<file path="src/rtl/tagiv_pkg.sv">
package tagiv_pkg;
  typedef enum logic [1:0] {
    SRC_NONE = 2'd0,
    SRC_TAG  = 2'd1,
    SRC_IV   = 2'd2
  } rd_src_e;
endpackage

</file>
<file path="src/rtl/tagiv_decode.sv">
module tagiv_decode #(
  parameter int          ADDR_W   = 12,
  parameter int          WORDS    = 4,
  parameter int unsigned TAG_BASE = 'h570,
  parameter int unsigned IV_BASE  = 'h540,
  parameter int          IDX_W    = (WORDS > 1) ? $clog2(WORDS) : 1
) (
  input  logic [ADDR_W-1:0] addr_i,
  output logic              tag_hit_o,
  output logic              iv_hit_o,
  output logic [IDX_W-1:0]  idx_o
);
  logic [WORDS-1:0] tag_m;
  logic [WORDS-1:0] iv_m;

  for (genvar k = 0; k < WORDS; k++) begin : g_word
    localparam logic [ADDR_W-1:0] TAG_A = ADDR_W'(TAG_BASE + 4 * k);
    localparam logic [ADDR_W-1:0] IV_A  = ADDR_W'(IV_BASE + 4 * k);
    assign tag_m[k] = (addr_i == TAG_A);
    assign iv_m[k]  = (addr_i == IV_A);
  end

  assign tag_hit_o = |tag_m;
  assign iv_hit_o  = |iv_m;

  always_comb begin
    idx_o = '0;
    for (int k = 0; k < WORDS; k++) begin
      if (tag_m[k] || iv_m[k]) idx_o = IDX_W'(k);
    end
  end

  always_comb begin
    a_not_both_r8: assert (!(tag_hit_o && iv_hit_o));
  end
endmodule

</file>
<file path="src/rtl/tagiv_store.sv">
module tagiv_store #(
  parameter int TAG_W = 128
) (
  input  logic             clk,
  input  logic             rst,
  input  logic             busy_i,
  input  logic             tag_mode_i,
  input  logic             tag_valid_i,
  input  logic [TAG_W-1:0] tag_i,
  input  logic             ctx_wr_i,
  input  logic             iv_rd_i,
  output logic [TAG_W-1:0] tag_q_o,
  output logic             held_o,
  output logic             ready_o
);
  logic capture;
  logic interim;

  assign capture = tag_valid_i && !busy_i && tag_mode_i;
  assign interim = tag_valid_i && busy_i;

  always_ff @(posedge clk) begin
    if (rst) begin
      tag_q_o <= '0;
      held_o  <= 1'b0;
      ready_o <= 1'b0;
    end else if (ctx_wr_i) begin
      tag_q_o <= '0;
      held_o  <= 1'b0;
      ready_o <= 1'b0;
    end else if (capture) begin
      tag_q_o <= tag_i;
      held_o  <= 1'b1;
      ready_o <= 1'b1;
    end else if (interim) begin
      tag_q_o <= tag_i;
      held_o  <= 1'b0;
    end else if (iv_rd_i) begin
      held_o  <= 1'b0;
    end
  end

  p_capture_sets_r4: assert property (@(posedge clk) disable iff (rst)
    (capture && !ctx_wr_i) |=> (held_o && ready_o));
  p_ctxwr_clears_r5: assert property (@(posedge clk) disable iff (rst)
    ctx_wr_i |=> (!held_o && !ready_o));
  p_ctxwr_wins_r10: assert property (@(posedge clk) disable iff (rst)
    (ctx_wr_i && tag_valid_i) |=> !ready_o);
  p_ivread_drops_r6: assert property (@(posedge clk) disable iff (rst)
    (iv_rd_i && !tag_valid_i && !ctx_wr_i) |=> (!held_o && $stable(ready_o)));
  p_capture_wins_r11: assert property (@(posedge clk) disable iff (rst)
    (iv_rd_i && capture && !ctx_wr_i) |=> held_o);
  p_interim_drops_r12: assert property (@(posedge clk) disable iff (rst)
    (interim && !ctx_wr_i) |=> !held_o);
  p_held_ready_r4: assert property (@(posedge clk) disable iff (rst)
    held_o |-> ready_o);
endmodule

</file>
<file path="src/rtl/tagiv_rdmux.sv">
module tagiv_rdmux
  import tagiv_pkg::*;
#(
  parameter int DATA_W = 32,
  parameter int WORDS  = 4,
  parameter int IDX_W  = (WORDS > 1) ? $clog2(WORDS) : 1,
  parameter int TAG_W  = DATA_W * WORDS
) (
  input  logic              clk,
  input  logic              rst,
  input  logic              rd_en_i,
  input  logic              tag_hit_i,
  input  logic              iv_hit_i,
  input  logic [IDX_W-1:0]  idx_i,
  input  logic              busy_i,
  input  logic              tag_mode_i,
  input  logic              held_i,
  input  logic              ready_i,
  input  logic [TAG_W-1:0]  tag_q_i,
  input  logic [TAG_W-1:0]  iv_i,
  output logic [DATA_W-1:0] rd_data_o,
  output logic              rd_valid_o
);
  logic [DATA_W-1:0] tag_w [WORDS];
  logic [DATA_W-1:0] iv_w  [WORDS];
  rd_src_e           src;
  logic [DATA_W-1:0] nxt;

  for (genvar k = 0; k < WORDS; k++) begin : g_split
    assign tag_w[k] = tag_q_i[k*DATA_W +: DATA_W];
    assign iv_w[k]  = iv_i[k*DATA_W +: DATA_W];
  end

  always_comb begin
    src = SRC_NONE;
    if (iv_hit_i) begin
      src = SRC_IV;
    end else if (tag_hit_i) begin
      if (busy_i)                             src = SRC_NONE;
      else if (tag_mode_i && held_i && ready_i) src = SRC_TAG;
      else                                    src = SRC_IV;
    end
  end

  always_comb begin
    case (src)
      SRC_TAG: nxt = tag_w[idx_i];
      SRC_IV:  nxt = iv_w[idx_i];
      default: nxt = '0;
    endcase
  end

  always_ff @(posedge clk) begin
    if (rst) begin
      rd_valid_o <= 1'b0;
      rd_data_o  <= '0;
    end else begin
      rd_valid_o <= rd_en_i;
      rd_data_o  <= rd_en_i ? nxt : '0;
    end
  end

  p_latency_r7: assert property (@(posedge clk) disable iff (rst)
    rd_en_i |=> rd_valid_o);
  p_idle_zero_r7: assert property (@(posedge clk) disable iff (rst)
    !rd_en_i |=> (!rd_valid_o && rd_data_o == '0));
  p_busy_zero_r2: assert property (@(posedge clk) disable iff (rst)
    (rd_en_i && tag_hit_i && busy_i) |=> (rd_data_o == '0));
  p_unmapped_zero_r8: assert property (@(posedge clk) disable iff (rst)
    (rd_en_i && !tag_hit_i && !iv_hit_i) |=> (rd_data_o == '0));
endmodule

</file>
<file path="src/rtl/tagiv_readback.sv">
module tagiv_readback #(
  parameter int          ADDR_W   = 12,
  parameter int          DATA_W   = 32,
  parameter int          WORDS    = 4,
  parameter int unsigned TAG_BASE = 'h570,
  parameter int unsigned IV_BASE  = 'h540
) (
  input  logic                    clk,
  input  logic                    rst,
  input  logic                    busy_i,
  input  logic                    tag_mode_i,
  input  logic                    tag_valid_i,
  input  logic [DATA_W*WORDS-1:0] tag_i,
  input  logic [DATA_W*WORDS-1:0] iv_i,
  input  logic                    ctx_wr_i,
  input  logic                    rd_en_i,
  input  logic [ADDR_W-1:0]       rd_addr_i,
  output logic [DATA_W-1:0]       rd_data_o,
  output logic                    rd_valid_o,
  output logic                    ctx_ready_o
);
  localparam int TAG_W = DATA_W * WORDS;
  localparam int IDX_W = (WORDS > 1) ? $clog2(WORDS) : 1;

  logic             tag_hit, iv_hit;
  logic [IDX_W-1:0] idx;
  logic [TAG_W-1:0] tag_q;
  logic             held;

  tagiv_decode #(
    .ADDR_W(ADDR_W), .WORDS(WORDS), .TAG_BASE(TAG_BASE),
    .IV_BASE(IV_BASE), .IDX_W(IDX_W)
  ) u_decode (
    .addr_i(rd_addr_i), .tag_hit_o(tag_hit), .iv_hit_o(iv_hit), .idx_o(idx)
  );

  tagiv_store #(.TAG_W(TAG_W)) u_store (
    .clk(clk), .rst(rst), .busy_i(busy_i), .tag_mode_i(tag_mode_i),
    .tag_valid_i(tag_valid_i), .tag_i(tag_i), .ctx_wr_i(ctx_wr_i),
    .iv_rd_i(rd_en_i && iv_hit), .tag_q_o(tag_q), .held_o(held),
    .ready_o(ctx_ready_o)
  );

  tagiv_rdmux #(
    .DATA_W(DATA_W), .WORDS(WORDS), .IDX_W(IDX_W), .TAG_W(TAG_W)
  ) u_rdmux (
    .clk(clk), .rst(rst), .rd_en_i(rd_en_i), .tag_hit_i(tag_hit),
    .iv_hit_i(iv_hit), .idx_i(idx), .busy_i(busy_i), .tag_mode_i(tag_mode_i),
    .held_i(held), .ready_i(ctx_ready_o), .tag_q_i(tag_q), .iv_i(iv_i),
    .rd_data_o(rd_data_o), .rd_valid_o(rd_valid_o)
  );
endmodule

</file>
<file path="config.mk">
export PLATFORM = sky130hd
export DESIGN_NAME = tagiv_readback
export DESIGN_NICKNAME = d
export VERILOG_FILES = /design/src/rtl/tagiv_pkg.sv /design/src/rtl/tagiv_decode.sv /design/src/rtl/tagiv_store.sv /design/src/rtl/tagiv_rdmux.sv /design/src/rtl/tagiv_readback.sv
export SDC_FILE = /design/constraint.sdc
export NUM_CORES = 1
export LEC_CHECK = 0
export BUFFER_PORTS_ARGS = -buffer_cell sky130_fd_sc_hd__buf_2
export CORE_AREA = 3 3 116 141
export CTS_CLUSTER_SIZE = 14
export DETAILED_ROUTE_END_ITERATION = 7
export DIE_AREA = 0 0 119 144
export PLACE_DENSITY_LB_ADDON = 0.15
export SLEW_MARGIN = 15
export SYNTH_ARGS = -nofsm -noshare
export SYNTH_HDL_FRONTEND = slang
export SYNTH_SLANG_ARGS = --single-unit
</file>
<file path="constraint.sdc">
create_clock -name clk -period 3.3 [get_ports clk]
set_clock_uncertainty 0.05 [all_clocks]
set_input_delay 0.33 -clock clk [delete_from_list [all_inputs] [get_ports clk]]
set_output_delay 0.33 -clock clk [all_outputs]
set_load 0.005 [all_outputs]
</file>
==> results.ini, run 1 <==
[cells_and_area]
fin_cells=1335
area_delta_synth_final_pct=31.2
drive_gt1_share_pct=32.3
final_nets=1394

[clocking]
clk_path_buf_depth=2
insertion_delay_ns=0.43
ctsHoldBuffers=0
cts_max_level=4
root_buffer=clkbuf_16
cts_setup_buffers=0
cts_buffers=17
clock_sinks=163
cts_tree=yes
clk_pin_slew_ns=0.06
cts_resized=0

[floorplan]
die_h_um=144
core_area_um2=15000
rows=49
die_area_um2=17100
io_pins=309
die_w_um=119
start_util_pct=47.9

[power]
clockPowerShare_pct=43.8
swShare_pct=23.5
power_density_nw_per_um2=457
p_seq_share_pct=47.2
combPwrFrac_pct=8.9
power_mw=4.31
power_leakage_nw=3.66
power_switching_mw=1.01
peakVddDrop_v=0.000340
p_int_mw=3.30

[setup_path]
arrival_ns=3.08
critPathMaxStageDelay_ns=0.56
worstSetupPathType=primary input to flip-flop
crit_chain=buf_2 -> or4b_4 -> nor3b_2 -> nand3b_1 -> or4_4 -> ha_1 -> nor2b_1 -> nand4_1 -> buf_12 -> a21o_1 -> o221ai_1
worstReg2RegEnd=u_rdmux.rd_data_o[1]
reg2reg_setup_slack_ns=1.01
cp-start-kind=primary input
critical_path.startpoint=rd_addr_i[1]
crit_required_ns=3.60
rr_startpoint=u_store.ready_o
crit_path_end_kind=flip-flop
cp_slowest_cell=or4b_4
cp_max_fo=32
reg2regPathDepth=8

[global_routing]
antenna_found_initial=0
grt_pass1_wl_mm=37.4
met3_usage_pct=6.10
grtUsageMet2_pct=48.7
grt_pass1_vias=7067
grt_usage_pct=27.7
grt_max_degree=129
grt.met1_usage_pct=32.7
overflow=0
grt-busiest-layer=met2

[job]
cap_violations=0

[hold_path]
min_to=u_rdmux.rd_valid_o
min_path_type=primary input to flip-flop
hold_path_depth=2
hp-start=rst

[timing]
finalSetupViolCount=0
fin_hold_ws_ns=0.0475
tns_ns=0
post-route-min-period_ns=2.79
timing.slew.headroom_pct=48.5
post-route-period-util_pct=84.4
fmax_mhz=359
hold_viol_final=0
grt_setup_unrepaired=false
drv_slew=0
tightest_slew_ns=0.772

[synth]
yosys.area.top_type=dfxtp_1
yosysWarnings=0
synth-async-reset-ratio_pct=0
synth_area_um2=7200
ys_seq_elements=163
synth_top_area_share_pct=45.3
synth_fp_nets=1133
yosys-top-cells-area=dfxtp_1, nand2_1, o221ai_1, a21oi_1, mux2i_1
yosys_most_used_dff=dfxtp_1
synth-edff-count=0
ys_seq_area_share_pct=45.3
ys_types=27
postSynthAreaPerCell_um2=8.41
synth_most_common_cell=nand2_1
ys_top_cells_by_count=nand2_1, dfxtp_1, a21oi_1
synthCells=856

[drt]
vias=7391
drt_pass1_iterations=6
vias_per_cell=5.54
wirelength_mm=24.5
drc=0
drt-initial-drc-count=616
ant_nets=0
detail_route.wl_per_cell_um=18.4

[status]
status=completed

[placed_design]
io_buffer_count=308
place.gp.congestion=0.897
dp_hpwl_mm=17.6
placed_cells=1302

-- sequential cells by signal (all words and copies together) (netlist names) --
| name | cells |
|---|---|
| u_rdmux.rd_data_o | 32 |
| u_rdmux.rd_valid_o | 1 |
| u_store.tag_q_o | 128 |
| u_store.held_o | 1 |
| u_store.ready_o | 1 |
-- worst max-delay path, delay by kind of cell --
kind	cells	cell delay, ns
AO/OA/AOI/OAI	2	0.26
adder cells (fa/ha/maj)	1	0.28
buffers and inverters	2	0.31
AND/OR/NAND/NOR	6	1.90
-- layout by cell type, fill, tap and decap left out, types with 2 or more instances in the layout --
cell type / n
clkbuf_16: 17
mux2i_1: 64
a21oi_1: 130
nand3_2: 2
clkinv_2: 7
buf_12: 8
nand3b_1: 2
ha_1: 2
inv_1: 2
buf_2: 308
nor2b_1: 2
dfxtp_1: 163
nand3_1: 2
o221ai_1: 96
buf_4: 7
nand2_1: 259
or2_2: 2
clkbuf_8: 4
a21o_1: 32
nor2_1: 6
-- area by class of cell --
type	count	area (um^2)
antenna	1	2.50
clock buffer	22	484
clock inverter	10	81.3
fill	1382	5580
inverter	2	7.51
multi-input combinational	610	3590
sequential	163	3260
tap	204	255
timing repair buffer	323	1750
-- metrics by stage --
stage	util (%)	instance area [um^2]	worst slack [ns]
finish	62.9	9440	0.514
global route	62.8	9440	0.370
CTS	62.8	9440	0.525
detailed placement	59.1	8870	0.0730
global placement	59.1	8870	0.170
floorplan	-	7200	0.358
-- logic make-up after synthesis --
logic type	after synthesis	share of synthesized area, %
AOI/OAI and AO/OA	263	24.8
adders and majority gates	2	0.348
buffers and inverters	83	5.15
DFF	163	45.3
muxes	64	8.90
and+or+nand+nor	281	15.4
-- how the worst max path moves through the flow --
stage | depth (start not counted) | end | slack (ns)
6_report | 11 | u_rdmux.rd_data_o[1] | 0.51
5_1_grt | 11 | u_rdmux.rd_data_o[9] | 0.37
4_1_cts | 11 | u_rdmux.rd_data_o[1] | 0.53
3_5_place_dp | 11 | u_rdmux.rd_data_o[1] | 0.07
3_3_place_gp | 11 | u_rdmux.rd_data_o[10] | 0.17
2_1_floorplan | 10 | u_rdmux.rd_data_o[31] | 0.36
-- routing by layer --
metal  up-vias  wire length (um)
met5         -                 0
met4         0               785
met3        49              1720
met2       327             12600
met1      3438              9430
li1       3577                 -
-- power by group through the flow --
stage	clock network, mW	logic [mW]	registers (mW)
6_report	1.89	0.386	2.04
5_1_grt	2.00	0.430	2.04
4_1_cts	1.92	0.390	2.04
3_5_place_dp	0	0.388	2.08
3_3_place_gp	0	0.385	2.08
2_1_floorplan	0	0.164	2.07
No activity file was read; power rests on OpenSTA's default activity.
==> inputs of run 2 (changes only) <==
==> constraint.sdc (replaced) <==
create_clock -name clk -period 2.6 [get_ports clk]
set_clock_uncertainty 0.05 [all_clocks]
set_input_delay 0.26 -clock clk [delete_from_list [all_inputs] [get_ports clk]]
set_output_delay 0.26 -clock clk [all_outputs]
set_load 0.005 [all_outputs]
==> results.ini, run 2 (synthesis results as in run 1) <==
[floorplan]
die_h_um=144
start_util_pct=47.9
io_pins=309
core_area_um2=15000
rows=49
die_area_um2=17100
die_w_um=119

[clocking]
insertion_delay_ns=0.42
cts_buffers=17
root_buffer=clkbuf_16
cts_tree=yes
cts_setup_buffers=0
clock_sinks=163
cts_max_level=4
clk_pin_slew_ns=0.06
clk_path_buf_depth=2

[cells_and_area]
fin_cells=1352
area_delta_synth_final_pct=33.5
area.sequential_um2=3260
multi_input_area_um2=3620
final_nets=1410
top_regs=u_store.tag_q_o (128), u_rdmux.rd_data_o (32)
layout_common_cells=buf_2, nand2_1, dfxtp_1
postLayoutCellArea_um2=9610
largest_register_ffs=128
drive_gt1_share_pct=33.0
fillers=1379
regMostFlops=u_store.tag_q_o
final_common_cell=buf_2

[setup_path]
critical_path.startpoint=rd_addr_i[1]
crit_chain=buf_2 -> or4b_4 -> nor3b_4 -> nand3b_1 -> or4_4 -> ha_4 -> nor2b_4 -> nand4_1 -> buf_4 -> a21o_1 -> o221ai_1
crit_path_end_kind=flip-flop
arrival_ns=2.81
cp_max_fo=17
cpLargestDelayFamily=simple AND/OR/NAND/NOR gates
critPathMaxStageDelay_ns=0.56
worstSetupPathType=primary input to flip-flop
cp-start-kind=primary input
rr_startpoint=u_store.ready_o
crit_required_ns=2.87
reg2reg_setup_slack_ns=0.46
path_buf_inv=2
cp_slowest_cell=or4b_4

[timing]
tns_ns=0
hold_viol_final=0
fmax_mhz=394
finalSetupViolCount=0
tightest_slew_ns=0.713
post-route-min-period_ns=2.54
timing.slew.headroom_pct=52.5
drv_slew=0
post-route-period-util_pct=97.6
grt_setup_unrepaired=true

[drt]
drt-initial-drc-count=446
vias_per_cell=5.48
detail_route.wl_per_cell_um=17.3
wirelength_mm=23.4
vias=7403
ant_nets=0
drc=0
drt_pass1_iterations=5

[power]
power_mw=5.40
power_density_nw_per_um2=562
power_leakage_nw=3.73
peakVddDrop_v=0.000413

[placed_design]
io_buffer_count=308
dp_hpwl_mm=16.7
placed_cell_area_um2=9030
placed_cells=1317
place.gp.congestion=0.861

[job]
cap_violations=0

[hold_path]
min_path_type=primary input to flip-flop
hp-start=tag_i[54]

[global_routing]
grt_max_degree=129
grt_pass1_wl_mm=35.6
overflow=0
grt_usage_pct=26.0
antenna_found_initial=3
grt_pass1_vias=7091

[status]
status=completed

## run 2: cell count changes in the layout (fill, tap and decap cells not counted), moves of 2 or more
cell and change:
buf_6 +2, clkinv_2 -4, clkbuf_1 +4, buf_12 +2
diode_2 +3, ha_1 -2, buf_4 +11
## run 2: power breakdown
group | leakage, nW | switching (mW) | internal [mW] | total, mW
Combinational | 2.14 | 0.264 | 0.231 | 0.495
Sequential | 1.32 | 0.0302 | 2.56 | 2.59
Clock | 0.263 | 0.934 | 1.38 | 2.31
## run 2: layout make-up
class | instances | area share (%)
multi-input cells | 610 | 37.7
well taps | 204 | 2.66
inverters | 2 | 0.0782
repair buffers | 339 | 19.9
flip-flops and latches | 163 | 34.0
clock inverters | 5 | 0.547
clock buffers | 25 | 5.05
diodes | 4 | 0.104
## run 2: repair_timing
| item | 4_1_cts | 5_1_grt |
|---|---|---|
| hold endpoints to repair | 1 | 0 |
| endpoints found under the setup margin | 0 | 10 |
| resized for setup | 0 | 4 |
| hold buffers | 1 | 0 |
## run 2: stage by stage
| stage | utilization [%] | setup slack (ns) | hold WS (ns) |
|---|---|---|---|
| after floorplan | - | -0.194 | 0.293 |
| after global placement | 60.1 | -0.258 | 0.391 |
| after detailed placement | 60.1 | -0.336 | 0.396 |
| after CTS | 63.8 | 0.0799 | 0.0121 |
| after global routing | 63.9 | -0.0403 | 0.0179 |
| final | 63.9 | 0.0629 | 0.0211 |
## run 2: path summary, 6_finish.rpt
path                      endpoint  depth (start not counted)
max          u_rdmux.rd_data_o[12]                         11
min            u_store.tag_q_o[54]                          3
max reg2reg  u_rdmux.rd_data_o[12]                          8
min reg2reg    u_store.tag_q_o[25]                          2
## run 2: layer usage
layer  track usage [%]  wire length, um  vias up
li1                  -                -     3602
met1              31.5             9490     3456
met2              44.7            11800      310
met3              5.87             1560       33
met4              11.0              467        2
met5                 0               13        -
## run 2: worst register-to-register path, delay by kind of cell (launching register included)
family	cells	cell delay, ns
adder cells (fa/ha/maj)	1	0.24
AO/OA/AOI/OAI	2	0.26
flip-flops	1	0.37
buffers and inverters	1	0.23
AND/OR/NAND/NOR	4	0.91
==> inputs of run 3 (changes only) <==
--- a/config.mk
+++ b/config.mk
@@ -6,10 +6,12 @@
 export NUM_CORES = 1
 export LEC_CHECK = 0
 export BUFFER_PORTS_ARGS = -buffer_cell sky130_fd_sc_hd__buf_2
-export CORE_AREA = 3 3 116 141
+export CELL_PAD_IN_SITES_DETAIL_PLACEMENT = 1
+export CELL_PAD_IN_SITES_GLOBAL_PLACEMENT = 1
+export CORE_AREA = 3 3 137 166
 export CTS_CLUSTER_SIZE = 14
 export DETAILED_ROUTE_END_ITERATION = 7
-export DIE_AREA = 0 0 119 144
+export DIE_AREA = 0 0 140 169
 export PLACE_DENSITY_LB_ADDON = 0.15
 export SLEW_MARGIN = 15
 export SYNTH_ARGS = -nofsm -noshare
==> results.ini, run 3 (synthesis results as in run 1) <==
[power]
combPwrFrac_pct=9.4
p_seq_share_pct=45.8
p_int_mw=4.27
power_switching_mw=1.40
power_leakage_nw=3.84
swShare_pct=24.7
peakVddDrop_v=0.000424
power_density_nw_per_um2=573
power_mw=5.67
clockPowerShare_pct=44.8

[timing]
grt_setup_unrepaired=false
hold_viol_final=0
timing.slew.headroom_pct=52.5
finalSetupViolCount=0
post-route-min-period_ns=2.48
post-route-period-util_pct=95.4
tightest_slew_ns=0.712
drv_slew=0
fmax_mhz=403

[hold_path]
min_path_type=primary input to flip-flop

[global_routing]
grt_max_degree=65
overflow=0
grt_usage_pct=24.0
grt_pass1_wl_mm=43.6
antenna_found_initial=4
grt_pass1_vias=7740

[status]
status=completed

[clocking]
clock_sinks=163
cts_tree=yes
root_buffer=clkbuf_16
insertion_delay_ns=0.42
cts_buffers=17
clk_path_buf_depth=2
cts_max_level=4
clk_pin_slew_ns=0.07

[drt]
vias=7449
detail_route.wl_per_cell_um=20.3
vias_per_cell=5.19
drt-initial-drc-count=284
drt_pass1_iterations=4
drc=0
ant_nets=0
wirelength_mm=29.1

[cells_and_area]
area_delta_synth_final_pct=37.5
postLayoutCellArea_um2=9890
fin_cells=1436
final_nets=1424
regMostFlops=u_store.tag_q_o
largest_register_ffs=128
final_common_cell=buf_2
layout_common_cells=buf_2, nand2_1, dfxtp_1
top_regs=u_store.tag_q_o (128), u_rdmux.rd_data_o (32)
drive_gt1_share_pct=33.7

[setup_path]
crit_required_ns=2.89
crit_chain=buf_2 -> or4b_4 -> nor3b_2 -> nand3b_1 -> or4_4 -> ha_4 -> nor2b_4 -> nand4_1 -> buf_4 -> a21o_1 -> o221ai_1
cp_slowest_cell=or4_4
cp_max_fo=12
crit_path_end_kind=flip-flop
cp-start-kind=primary input
critPathMaxStageDelay_ns=0.56
reg2reg_setup_slack_ns=0.48
worstSetupPathType=primary input to flip-flop
arrival_ns=2.77

[placed_design]
dp_hpwl_mm=22.7
io_buffer_count=308
place.gp.congestion=0.865
placed_cell_area_um2=9250
placed_cells=1398

[floorplan]
start_util_pct=33.6
io_pins=309
die_area_um2=23700
die_w_um=140
die_h_um=169
rows=59
core_area_um2=21400

[job]
cap_violations=0

==> run 3: final cells by class <==
cell class              count  area (um^2)
clock inverters            13          149
flip-flops and latches    163         3260
well taps                 274          343
clock buffers              19          443
multi-input cells         610         3600
diodes                      2         5.00
inverters                   2         7.51
fillers                  2617        11500
repair buffers            353         2080
==> run 3: metal layers <==
layer	routed length, um	global-route usage (%)	vias to the layer above
met4	720	7.71	4
met2	16000	46.9	274
li1	-	-	3633
met3	2070	6.19	38
met1	10300	24.5	3500
met5	21	0	-
==> run 3: path summary, 6_finish.rpt <==
check,start,endpoint,cells after the start
max,rd_addr_i[1],u_rdmux.rd_data_o[5],11
min,tag_i[72],u_store.tag_q_o[72],3
max reg2reg,u_store.ready_o,u_rdmux.rd_data_o[5],8
min reg2reg,u_store.tag_q_o[9],u_store.tag_q_o[9],2
==> run 3: worst max-delay path: cells and delay by family <==
kind	cells	cell delay, ns
AND/OR/NAND/NOR	6	1.70
adder cells (fa/ha/maj)	1	0.24
AO/OA/AOI/OAI	2	0.25
buffers and inverters	2	0.32
==> run 3: power groups by stage <==
stage	clock network [mW]	logic, mW	registers, mW
after detailed placement	0	0.541	2.65
after global placement	0	0.537	2.65
after floorplan	0	0.209	2.63
final	2.54	0.535	2.59
after CTS	2.60	0.548	2.59
after global routing	2.74	0.597	2.60
==> run 3: per-stage QoR <==
step / utilization (%) / hold WS, ns / TNS [ns] / setup WS [ns]
after floorplan: - / 0.293 / -5.91 / -0.194
after global placement: 43.2 / 0.391 / -7.57 / -0.264
after detailed placement: 43.2 / 0.398 / -9.57 / -0.331
after CTS: 46.2 / 0.000508 / 0 / 0.112
after global routing: 46.2 / 0.00266 / 0 / 0.0302
final: 46.2 / 0.0189 / 0 / 0.119
==> run 3: repair_timing <==
action / CTS / global route
gates resized for setup: 0 / 1
endpoints found under the hold margin: 4 / 0
hold buffers: 4 / 0
setup endpoints to repair: 0 / 3
buffers inserted: 0 / 0
